## src/rtl/modbank_pkg.sv

```systemverilog
package modbank_pkg;

  localparam int FREQ_W  = 32;
  localparam int PHASE_W = 14;
  localparam int AMP_W   = 10;
  localparam int ADDR_W  = 8;
  localparam int DATA_W  = 32;
  localparam int FRAME_W = ADDR_W + DATA_W;
  localparam int CH_LSB  = 5;
  localparam int CH_W    = ADDR_W - CH_LSB;
  localparam int CTL_BIT = 4;

  typedef enum logic [1:0] {
    TGT_NONE  = 2'd0,
    TGT_FREQ  = 2'd1,
    TGT_PHASE = 2'd2,
    TGT_AMP   = 2'd3
  } mod_tgt_e;

  typedef struct packed {
    logic [1:0] depth;
    mod_tgt_e   tgt;
  } mod_cfg_t;

  localparam logic [3:0] SEL_FREQ  = 4'h0;
  localparam logic [3:0] SEL_PHASE = 4'h1;
  localparam logic [3:0] SEL_AMP   = 4'h2;
  localparam logic [3:0] SEL_CFG   = 4'h3;

endpackage

```

## src/rtl/modbank_sync_gen.sv

```systemverilog
module modbank_sync_gen #(
  parameter int PROF_W   = 4,
  parameter int DIV_LOG2 = 2
) (
  input  logic              clk,
  input  logic              rst_n,
  input  logic              upd_i,
  input  logic [PROF_W-1:0] prof_i,
  output logic              sync_clk_o,
  output logic              load_o,
  output logic [PROF_W-1:0] sel_o
);

  logic [DIV_LOG2-1:0] div_q, div_d;
  logic                tick;
  logic [PROF_W-1:0]   pa_q, pb_q, pc_q, pa_d, pb_d, pc_d;
  logic                ua_q, ub_q, uc_q, ua_d, ub_d, uc_d;

  always_comb begin
    div_d = div_q + 1'b1;
    tick  = &div_q;
    pa_d  = pa_q;
    pb_d  = pb_q;
    pc_d  = pc_q;
    ua_d  = ua_q;
    ub_d  = ub_q;
    uc_d  = uc_q;
    if (tick) begin
      pa_d = prof_i;
      pb_d = pa_q;
      pc_d = pb_q;
      ua_d = upd_i;
      ub_d = ua_q;
      uc_d = ub_q;
    end
  end

  always_ff @(posedge clk or negedge rst_n) begin
    if (!rst_n) begin
      div_q <= '0;
      pa_q  <= '0;
      pb_q  <= '0;
      pc_q  <= '0;
      ua_q  <= 1'b0;
      ub_q  <= 1'b0;
      uc_q  <= 1'b0;
    end else begin
      div_q <= div_d;
      pa_q  <= pa_d;
      pb_q  <= pb_d;
      pc_q  <= pc_d;
      ua_q  <= ua_d;
      ub_q  <= ub_d;
      uc_q  <= uc_d;
    end
  end

  assign sync_clk_o = ~div_q[DIV_LOG2-1];
  assign load_o     = tick && ((pb_q != pc_q) || (ub_q && !uc_q));
  assign sel_o      = pb_q;


  sync_high_min_chk: assert property (@(posedge clk) disable iff (!rst_n)
    $rose(sync_clk_o) |=> $stable(sync_clk_o));


  sync_low_min_chk: assert property (@(posedge clk) disable iff (!rst_n)
    $fell(sync_clk_o) |=> $stable(sync_clk_o));


  one_load_chk: assert property (@(posedge clk) disable iff (!rst_n)
    load_o |=> !load_o);

endmodule

```

## src/rtl/modbank_ser_rx.sv

```systemverilog
module modbank_ser_rx
  import modbank_pkg::*;
(
  input  logic              clk,
  input  logic              rst_n,
  input  logic              cs_n_i,
  input  logic              sclk_i,
  input  logic              sdi_i,
  output logic              wr_o,
  output logic [ADDR_W-1:0] addr_o,
  output logic [DATA_W-1:0] data_o
);

  localparam int CNT_W = $clog2(FRAME_W + 1);

  logic               cs_m, cs_s, ck_m, ck_s, ck_p, d_m, d_s;
  logic               rise;
  logic [CNT_W-1:0]   cnt_q, cnt_d;
  logic [FRAME_W-1:0] sh_q, sh_d;
  logic               wr_q, wr_d;

  always_ff @(posedge clk or negedge rst_n) begin
    if (!rst_n) begin
      cs_m <= 1'b1;
      cs_s <= 1'b1;
      ck_m <= 1'b0;
      ck_s <= 1'b0;
      ck_p <= 1'b0;
      d_m  <= 1'b0;
      d_s  <= 1'b0;
    end else begin
      cs_m <= cs_n_i;
      cs_s <= cs_m;
      ck_m <= sclk_i;
      ck_s <= ck_m;
      ck_p <= ck_s;
      d_m  <= sdi_i;
      d_s  <= d_m;
    end
  end

  assign rise = ck_s && !ck_p;

  always_comb begin
    cnt_d = cnt_q;
    sh_d  = sh_q;
    wr_d  = 1'b0;
    if (cs_s) begin
      cnt_d = '0;
    end else if (rise && (cnt_q < CNT_W'(FRAME_W))) begin
      sh_d  = {sh_q[FRAME_W-2:0], d_s};
      cnt_d = cnt_q + 1'b1;
      wr_d  = (cnt_q == CNT_W'(FRAME_W - 1));
    end
  end

  always_ff @(posedge clk or negedge rst_n) begin
    if (!rst_n) begin
      cnt_q <= '0;
      sh_q  <= '0;
      wr_q  <= 1'b0;
    end else begin
      cnt_q <= cnt_d;
      sh_q  <= sh_d;
      wr_q  <= wr_d;
    end
  end

  assign wr_o   = wr_q;
  assign addr_o = sh_q[FRAME_W-1:DATA_W];
  assign data_o = sh_q[DATA_W-1:0];


  frame_cnt_bound_chk: assert property (@(posedge clk) disable iff (!rst_n)
    cnt_q <= CNT_W'(FRAME_W));


  single_write_chk: assert property (@(posedge clk) disable iff (!rst_n)
    wr_o |=> !wr_o);


  deselect_clears_chk: assert property (@(posedge clk) disable iff (!rst_n)
    cs_s |=> (cnt_q == '0) && !wr_o);

endmodule

```

## src/rtl/modbank_chan.sv

```systemverilog
module modbank_chan
  import modbank_pkg::*;
#(
  parameter int CH_ID  = 0,
  parameter int PROF_W = 4
) (
  input  logic               clk,
  input  logic               rst_n,
  input  logic               wr_i,
  input  logic [ADDR_W-1:0]  addr_i,
  input  logic [DATA_W-1:0]  data_i,
  input  logic               load_i,
  input  logic [PROF_W-1:0]  sel_i,
  output logic [FREQ_W-1:0]  freq_o,
  output logic [PHASE_W-1:0] phase_o,
  output logic [AMP_W-1:0]   amp_o
);

  localparam int NPROF = 1 << PROF_W;

  logic               hit, is_ctl;
  logic [3:0]         ctl_sel;
  logic [PROF_W-1:0]  widx;

  logic [FREQ_W-1:0]  bf_freq_q,  bf_freq_d,  ac_freq_q,  ac_freq_d;
  logic [PHASE_W-1:0] bf_phase_q, bf_phase_d, ac_phase_q, ac_phase_d;
  logic [AMP_W-1:0]   bf_amp_q,   bf_amp_d,   ac_amp_q,   ac_amp_d;
  mod_cfg_t           bf_cfg_q,   bf_cfg_d,   ac_cfg_q,   ac_cfg_d;
  logic [PROF_W-1:0]  ac_sel_q,   ac_sel_d;
  logic [DATA_W-1:0]  bf_prof_q [NPROF];
  logic [DATA_W-1:0]  bf_prof_d [NPROF];
  logic [DATA_W-1:0]  ac_prof_q [NPROF];
  logic [DATA_W-1:0]  ac_prof_d [NPROF];

  logic [PROF_W-1:0]  lvl_mask;
  logic [DATA_W-1:0]  pick;

  assign hit     = wr_i && (addr_i[ADDR_W-1:CH_LSB] == CH_W'(CH_ID));
  assign is_ctl  = addr_i[CTL_BIT];
  assign ctl_sel = addr_i[3:0];
  assign widx    = addr_i[PROF_W-1:0];

  // buffer layer next state
  always_comb begin
    bf_freq_d  = bf_freq_q;
    bf_phase_d = bf_phase_q;
    bf_amp_d   = bf_amp_q;
    bf_cfg_d   = bf_cfg_q;
    for (int i = 0; i < NPROF; i++) bf_prof_d[i] = bf_prof_q[i];
    if (hit) begin
      if (is_ctl) begin
        case (ctl_sel)
          SEL_FREQ:  bf_freq_d  = data_i[FREQ_W-1:0];
          SEL_PHASE: bf_phase_d = data_i[PHASE_W-1:0];
          SEL_AMP:   bf_amp_d   = data_i[AMP_W-1:0];
          SEL_CFG:   bf_cfg_d   = mod_cfg_t'(data_i[3:0]);
          default:   ;
        endcase
      end else begin
        bf_prof_d[widx] = data_i;
      end
    end
  end

  // active layer next state
  always_comb begin
    ac_freq_d  = ac_freq_q;
    ac_phase_d = ac_phase_q;
    ac_amp_d   = ac_amp_q;
    ac_cfg_d   = ac_cfg_q;
    ac_sel_d   = ac_sel_q;
    for (int i = 0; i < NPROF; i++) ac_prof_d[i] = ac_prof_q[i];
    if (load_i) begin
      ac_freq_d  = bf_freq_q;
      ac_phase_d = bf_phase_q;
      ac_amp_d   = bf_amp_q;
      ac_cfg_d   = bf_cfg_q;
      ac_sel_d   = sel_i;
      for (int i = 0; i < NPROF; i++) ac_prof_d[i] = bf_prof_q[i];
    end
  end

  always_ff @(posedge clk or negedge rst_n) begin
    if (!rst_n) begin
      bf_freq_q  <= '0;
      bf_phase_q <= '0;
      bf_amp_q   <= '0;
      bf_cfg_q   <= '0;
      ac_freq_q  <= '0;
      ac_phase_q <= '0;
      ac_amp_q   <= '0;
      ac_cfg_q   <= '0;
      ac_sel_q   <= '0;
      for (int i = 0; i < NPROF; i++) begin
        bf_prof_q[i] <= '0;
        ac_prof_q[i] <= '0;
      end
    end else begin
      bf_freq_q  <= bf_freq_d;
      bf_phase_q <= bf_phase_d;
      bf_amp_q   <= bf_amp_d;
      bf_cfg_q   <= bf_cfg_d;
      ac_freq_q  <= ac_freq_d;
      ac_phase_q <= ac_phase_d;
      ac_amp_q   <= ac_amp_d;
      ac_cfg_q   <= ac_cfg_d;
      ac_sel_q   <= ac_sel_d;
      for (int i = 0; i < NPROF; i++) begin
        bf_prof_q[i] <= bf_prof_d[i];
        ac_prof_q[i] <= ac_prof_d[i];
      end
    end
  end

  // depth code d keeps the lowest d+1 select bits
  always_comb begin
    for (int b = 0; b < PROF_W; b++) lvl_mask[b] = (b <= int'(ac_cfg_q.depth));
  end

  assign pick = ac_prof_q[ac_sel_q & lvl_mask];

  always_comb begin
    freq_o  = ac_freq_q;
    phase_o = ac_phase_q;
    amp_o   = ac_amp_q;
    case (ac_cfg_q.tgt)
      TGT_FREQ:  freq_o  = pick[FREQ_W-1:0];
      TGT_PHASE: phase_o = pick[PHASE_W-1:0];
      TGT_AMP:   amp_o   = pick[AMP_W-1:0];
      default:   ;
    endcase
  end


  active_hold_chk: assert property (@(posedge clk) disable iff (!rst_n)
    !load_i |=> $stable(ac_freq_q) && $stable(ac_phase_q) && $stable(ac_amp_q)
                && $stable(ac_cfg_q) && $stable(ac_sel_q));


  buffer_write_chk: assert property (@(posedge clk) disable iff (!rst_n)
    (hit && is_ctl && (ctl_sel == SEL_FREQ)) |=> (bf_freq_q == $past(data_i[FREQ_W-1:0])));


  foreign_write_chk: assert property (@(posedge clk) disable iff (!rst_n)
    !hit |=> $stable(bf_freq_q) && $stable(bf_phase_q) && $stable(bf_amp_q) && $stable(bf_cfg_q));

endmodule

```

## src/rtl/modbank_top.sv

```systemverilog
module modbank_top
  import modbank_pkg::*;
#(
  parameter int NCH    = 2,
  parameter int PROF_W = 4
) (
  input  logic                   clk,
  input  logic                   rst_n,
  input  logic                   ser_cs_n,
  input  logic                   ser_clk,
  input  logic                   ser_dat,
  input  logic                   upd_i,
  input  logic [PROF_W-1:0]      prof_i,
  output logic                   sync_clk_o,
  output logic [NCH*FREQ_W-1:0]  freq_o,
  output logic [NCH*PHASE_W-1:0] phase_o,
  output logic [NCH*AMP_W-1:0]   amp_o
);

  localparam int DIV_LOG2 = 2;

  logic              rst_m, rst_s;
  logic              wr;
  logic [ADDR_W-1:0] waddr;
  logic [DATA_W-1:0] wdata;
  logic              load;
  logic [PROF_W-1:0] sel;

  // asynchronous assertion, synchronous release
  always_ff @(posedge clk or negedge rst_n) begin
    if (!rst_n) begin
      rst_m <= 1'b0;
      rst_s <= 1'b0;
    end else begin
      rst_m <= 1'b1;
      rst_s <= rst_m;
    end
  end

  modbank_ser_rx u_rx (
    .clk    (clk),
    .rst_n  (rst_s),
    .cs_n_i (ser_cs_n),
    .sclk_i (ser_clk),
    .sdi_i  (ser_dat),
    .wr_o   (wr),
    .addr_o (waddr),
    .data_o (wdata)
  );

  modbank_sync_gen #(
    .PROF_W   (PROF_W),
    .DIV_LOG2 (DIV_LOG2)
  ) u_sync (
    .clk        (clk),
    .rst_n      (rst_s),
    .upd_i      (upd_i),
    .prof_i     (prof_i),
    .sync_clk_o (sync_clk_o),
    .load_o     (load),
    .sel_o      (sel)
  );

  for (genvar g = 0; g < NCH; g++) begin : g_ch
    modbank_chan #(
      .CH_ID  (g),
      .PROF_W (PROF_W)
    ) u_ch (
      .clk     (clk),
      .rst_n   (rst_s),
      .wr_i    (wr),
      .addr_i  (waddr),
      .data_i  (wdata),
      .load_i  (load),
      .sel_i   (sel),
      .freq_o  (freq_o[g*FREQ_W +: FREQ_W]),
      .phase_o (phase_o[g*PHASE_W +: PHASE_W]),
      .amp_o   (amp_o[g*AMP_W +: AMP_W])
    );
  end

endmodule

```

## config.mk

```make
export PLATFORM = sky130hd
export DESIGN_NAME = modbank_top
export DESIGN_NICKNAME = d
export VERILOG_FILES = /design/src/rtl/modbank_pkg.sv /design/src/rtl/modbank_sync_gen.sv /design/src/rtl/modbank_ser_rx.sv /design/src/rtl/modbank_chan.sv /design/src/rtl/modbank_top.sv
export SDC_FILE = /design/constraint.sdc
export NUM_CORES = 2
export LEC_CHECK = 0
export BUFFER_PORTS_ARGS = -buffer_cell sky130_fd_sc_hd__buf_2
export CELL_PAD_IN_SITES_DETAIL_PLACEMENT = 0
export CELL_PAD_IN_SITES_GLOBAL_PLACEMENT = 1
export CORE_MARGIN = 3
export CORE_UTILIZATION = 54
export CTS_BUF_LIST = sky130_fd_sc_hd__clkbuf_16
export DETAILED_ROUTE_END_ITERATION = 12
export PLACE_DENSITY_LB_ADDON = 0.05
export SLEW_MARGIN = 10
export SYNTH_ARGS = -nofsm -noshare
export SYNTH_HDL_FRONTEND = slang
export SYNTH_SLANG_ARGS = --single-unit
```

## constraint.sdc

```tcl
create_clock -name clk -period 102.9 [get_ports clk]
set_clock_uncertainty 0.15 [all_clocks]
set_input_delay 5.145 -clock clk [delete_from_list [all_inputs] [get_ports clk]]
set_output_delay 5.145 -clock clk [all_outputs]
set_load 0.01 [all_outputs]
```

==> results.rst <==
.. list-table::
   :header-rows: 1

   * - Metric
     - Value
   * - Maximum clock frequency
     - ~100 MHz
   * - Post-Synthesis Net Count
     - slightly below 6000
   * - 1st-pass router iterations
     - 5
   * - Leakage power summed over all cells
     - between 50 and 60 nW
   * - PostCTS Resize Cnt
     - 0
   * - Detailed Route Iter0 Violations
     - 3064
   * - Remaining antenna violation count
     - 0
   * - Routability Congestion
     - about 0.75
   * - Post-Syn Instances
     - slightly below 6000
   * - Startpoint-to-endpoint class of the critical path
     - register to output port
   * - Sequential cell area
     - 0.05919 mm^2
   * - Fill count
     - roughly 14000
   * - Total area of multi-input combinational cells
     - around 0.035 mm^2
   * - CTS sink count
     - approximately 2400
   * - Root buffer selected by CTS
     - clkbuf_16
   * - Number of antenna violations at the first check in global routing
     - 4
   * - Worst Path Max Fanout
     - 40
   * - Tot GR Track Use
     - ~25%
   * - Wire length of the first global-routing pass
     - ~350000 um
   * - Unrepaired setup endpoints after global routing
     - no
   * - Least-Margin Pin Slew
     - around 1.4 ns
   * - Clock power share
     - 45.0%
   * - Instance area at placement
     - just under 0.1 mm^2
   * - Depth of the most critical reg-to-reg path
     - 6
   * - Number of setup violations in the final report
     - 0
   * - Data arrival, critical path
     - about 4.6 ns
   * - Hold slack final
     - 0.1957 ns
   * - Chip Width
     - around 430 um
   * - Hold crit path type
     - register to register
   * - Cell Rows
     - 154
   * - Beginning of the worst hold path
     - u_rx.d_m
   * - I/O Pins
     - between 100 and 150
   * - Hold violation total from the final report
     - 0
   * - CP max stage cell
     - buf_4
   * - Largest stage delay on the critical path
     - between 0.8 and 0.9 ns
   * - Number of buffer and inverter instances along the worst setup path
     - 3
   * - Internal Pwr Total
     - about 1.4 mW
   * - Share of the cycle needed by the critical path after routing
     - between 9 and 10%
   * - Total CTS buffers
     - between 200 and 250
   * - Full die area
     - about 0.18 mm^2
   * - Largest net degree at the start of global routing
     - between 150 and 200
   * - Initial cell density of the core
     - between 50% and 60%
   * - Synth top area share
     - about three fifths
   * - Placed Cells incl. Taps
     - approximately 8000
   * - End point of the most critical hold path
     - u_rx.d_s
   * - Number of warnings reported in the yosys synthesis log
     - 0
   * - Net Sw Frac
     - between 20 and 25%
   * - Port Buffers
     - around 120
   * - Total number of nets in the final design
     - between 6000 and 7000
   * - Worst path most repeated cell
     - buf_4
   * - Proportion of register bits with asynchronous set or reset after synthesis
     - between 90% and 100%
   * - Final WL
     - approximately 220000 um
   * - Total count of max-transition violations in the final report
     - 0
   * - Syn Std Cell Area
     - between 0.09 and 0.1 mm^2
   * - Final design area excluding fillers
     - around 0.11 mm^2
   * - Standard cell core area
     - between 0.15 and 0.2 mm^2
   * - Seq/Total Area, Yosys
     - between 60 and 70%
   * - Post-synthesis sequential element count
     - between 2000 and 2500
   * - Hold bufs inserted after CTS
     - 0
   * - Half-perimeter wire length of the detailed placement result
     - 118000 um
   * - Worst-path clk slew
     - about 0.060 ns
   * - Grt total ovfl
     - 0
   * - CTS tree
     - yes
   * - Part of the power in combinational logic
     - under 10%
   * - Cell count of the worst hold path
     - 0
   * - Average via count per standard cell
     - around 5.9
   * - Clock insertion delay at the later pin of the skew report
     - between 0.8 and 0.9 ns
   * - Count of non-filler cells in the finished layout
     - around 8500
   * - Final WS setup
     - ~93 ns
   * - Die Y-Extent
     - 429.6 um
   * - Final routed wire length divided by cell count
     - approximately 26 um
   * - Total power
     - between 1.5 and 2 mW
   * - Net load switching power
     - roughly 0.40 mW
   * - Proportion of power drawn by flip-flops and latches
     - 52.2%
   * - Worst slew margin
     - under 10%
   * - Element type at the critical path start
     - register
   * - Final Util
     - between 60% and 70%
   * - Library cell with the largest summed area after synthesis
     - dfrtp_1
   * - EDFF count, synth
     - 0
   * - Data required time of the critical path
     - 97.60 ns
   * - Power per Cell Area
     - 16.86 mW/mm^2
   * - Most used flip-flop cell after synthesis
     - dfrtp_1
   * - H-Tree Level Count
     - 4
   * - Register-to-register setup slack
     - 96.62 ns
   * - Highest ir drop seen on vdd
     - roughly 0.000013 V
   * - Number of setup buffers added after CTS
     - 0
   * - Most frequently used cell type in the post-synthesis netlist
     - dfrtp_1
   * - Beginning of the worst register-to-register path
     - rst_s
   * - Endpoint of the lowest-slack register-to-register path
     - g_ch[1].u_ch.bf_amp_q[5]
   * - Gate family responsible for the most delay along the worst path
     - buffers and inverters
   * - Tmin final
     - 9.934 ns
   * - Number of library cell types mapped by synthesis
     - 43
   * - Vias in the first global route
     - between 50000 and 60000
   * - CP endpoint kind
     - output port
   * - Clock Tree Buf Depth
     - 3
   * - Ranking of synthesized cells by area
     - dfrtp_1, mux2_2, mux2_1
   * - Share of layout cells above drive strength 1
     - 39.11%
   * - Worst setup timing slack at the placement stage
     - around 94 ns
   * - Series of cell instances along the critical path
     - o21ai_4, buf_4, buf_4, mux4_2, a22oi_1, a31oi_1, buf_2
   * - Most frequent cells after synthesis
     - dfrtp_1, mux2_2, mux2_1
   * - Status
     - finished clean
   * - Setup TNS Final
     - 0 ns
   * - Vias
     - a little over 50000
   * - Mapped Avg Cell Area
     - approximately 16 um^2
   * - Max capacitance violation total
     - 0
   * - Syn-to-layout area delta
     - 10.02%
   * - Number of remaining DRC errors
     - 0
worst max-delay path by stage:
stage | slack, ns | cells after the start | end | startpoint
2_1_floorplan | 31.95 | 0 | g_ch[0].u_ch.ac_amp_q[0] | rst_s
3_3_place_gp | 93.73 | 7 | phase_o[16] | g_ch[1].u_ch.ac_cfg_q[3]
3_5_place_dp | 93.70 | 7 | freq_o[34] | g_ch[1].u_ch.ac_cfg_q[3]
5_1_grt | 92.65 | 7 | freq_o[34] | g_ch[1].u_ch.ac_cfg_q[3]
4_1_cts | 92.75 | 7 | freq_o[34] | g_ch[1].u_ch.ac_cfg_q[3]
6_report | 92.97 | 7 | freq_o[34] | g_ch[1].u_ch.ac_cfg_q[3]
power groups by stage:
stage	Sequential (mW)	Combinational (mW)	Clock [mW]
after floorplan	0.968	0.0197	0
after global placement	0.955	0.0515	0
after detailed placement	0.956	0.0522	0
after CTS	0.939	0.0522	0.831
after global routing	0.939	0.0561	0.869
final	0.939	0.0505	0.808
worst register-to-register path: stages, from the launching register on:
cell and delay, ns:
dfrtp_4 0.99, buf_4 0.85, buf_4 0.88, buf_4 0.91, buf_12 0.70, buf_4 0.84
buf_12 0.74
kinds of logic after synthesis:
family | share of synthesized area [%]
multiplexers | 33.55
flip-flops | 61.08
buffers and inverters | 2.564
AND/OR/NAND/NOR | 1.188
AO/OA/AOI/OAI | 1.541
XOR/XNOR | 0.04519
adder cells (fa/ha/maj) | 0.02582
other | 0.003870
layout by cell type (no fill, tap or decap), drive strengths merged, types with 5 or more instances in the layout:
master | Yosys | routed
bufinv | 0 | 13
mux4 | 256 | 256
nand2 | 70 | 70
o21ai | 10 | 10
inv | 7 | 80
a221oi | 36 | 36
a22oi | 56 | 56
a21oi | 38 | 38
nand3 | 13 | 13
mux2i | 36 | 36
nor2b | 12 | 12
xor2 | 5 | 5
nor3 | 8 | 8
and2 | 11 | 11
a31oi | 76 | 76
clkbuf | 151 | 245
buf | 300 | 260
nor2 | 137 | 137
mux2 | 2343 | 2343
dfrtp | 2363 | 2363
clkinv | 0 | 89
nand2b | 6 | 6
flip-flops by register name, indices dropped and copies added (netlist names), 2 cells and up:
| name | flops |
|---|---|
| g_ch.u_ch.bf_amp_q | 20 |
| g_ch.u_ch.ac_amp_q | 20 |
| g_ch.u_ch.ac_cfg_q | 8 |
| g_ch.u_ch.bf_cfg_q | 8 |
| g_ch.u_ch.ac_sel_q | 4 |
| g_ch.u_ch.ac_freq_q | 64 |
| g_ch.u_ch.bf_phase_q | 28 |
| g_ch.u_ch.bf_freq_q | 64 |
| g_ch.u_ch.ac_prof_q | 1024 |
| u_sync.pc_q | 4 |
| u_sync.pa_q | 4 |
| u_rx.cnt_q | 6 |
| u_sync.div_q | 2 |
| g_ch.u_ch.bf_prof_q | 1024 |
| u_rx.sh_q | 40 |
| u_sync.sel_o | 4 |
| g_ch.u_ch.ac_phase_q | 28 |
final cells by class:
type / count / share of cell area [%]
Inverter: 7 / 0.02465
Sequential cell: 2365 / 55.53
Clock inverter: 176 / 1.020
Clock buffer: 245 / 5.751
Tap cell: 2340 / 2.747
Antenna cell: 2 / 0.004695
Timing Repair Buffer: 260 / 1.662
Multi-Input combinational cell: 3129 / 33.26
metal layers:
metal	wire length, um	GRT usage, %
met1	103400	35.33
met2	108200	40.64
met4	4478	5.832
met3	6538	3.080
met5	0	0
Power figures use the tool's default switching activity.
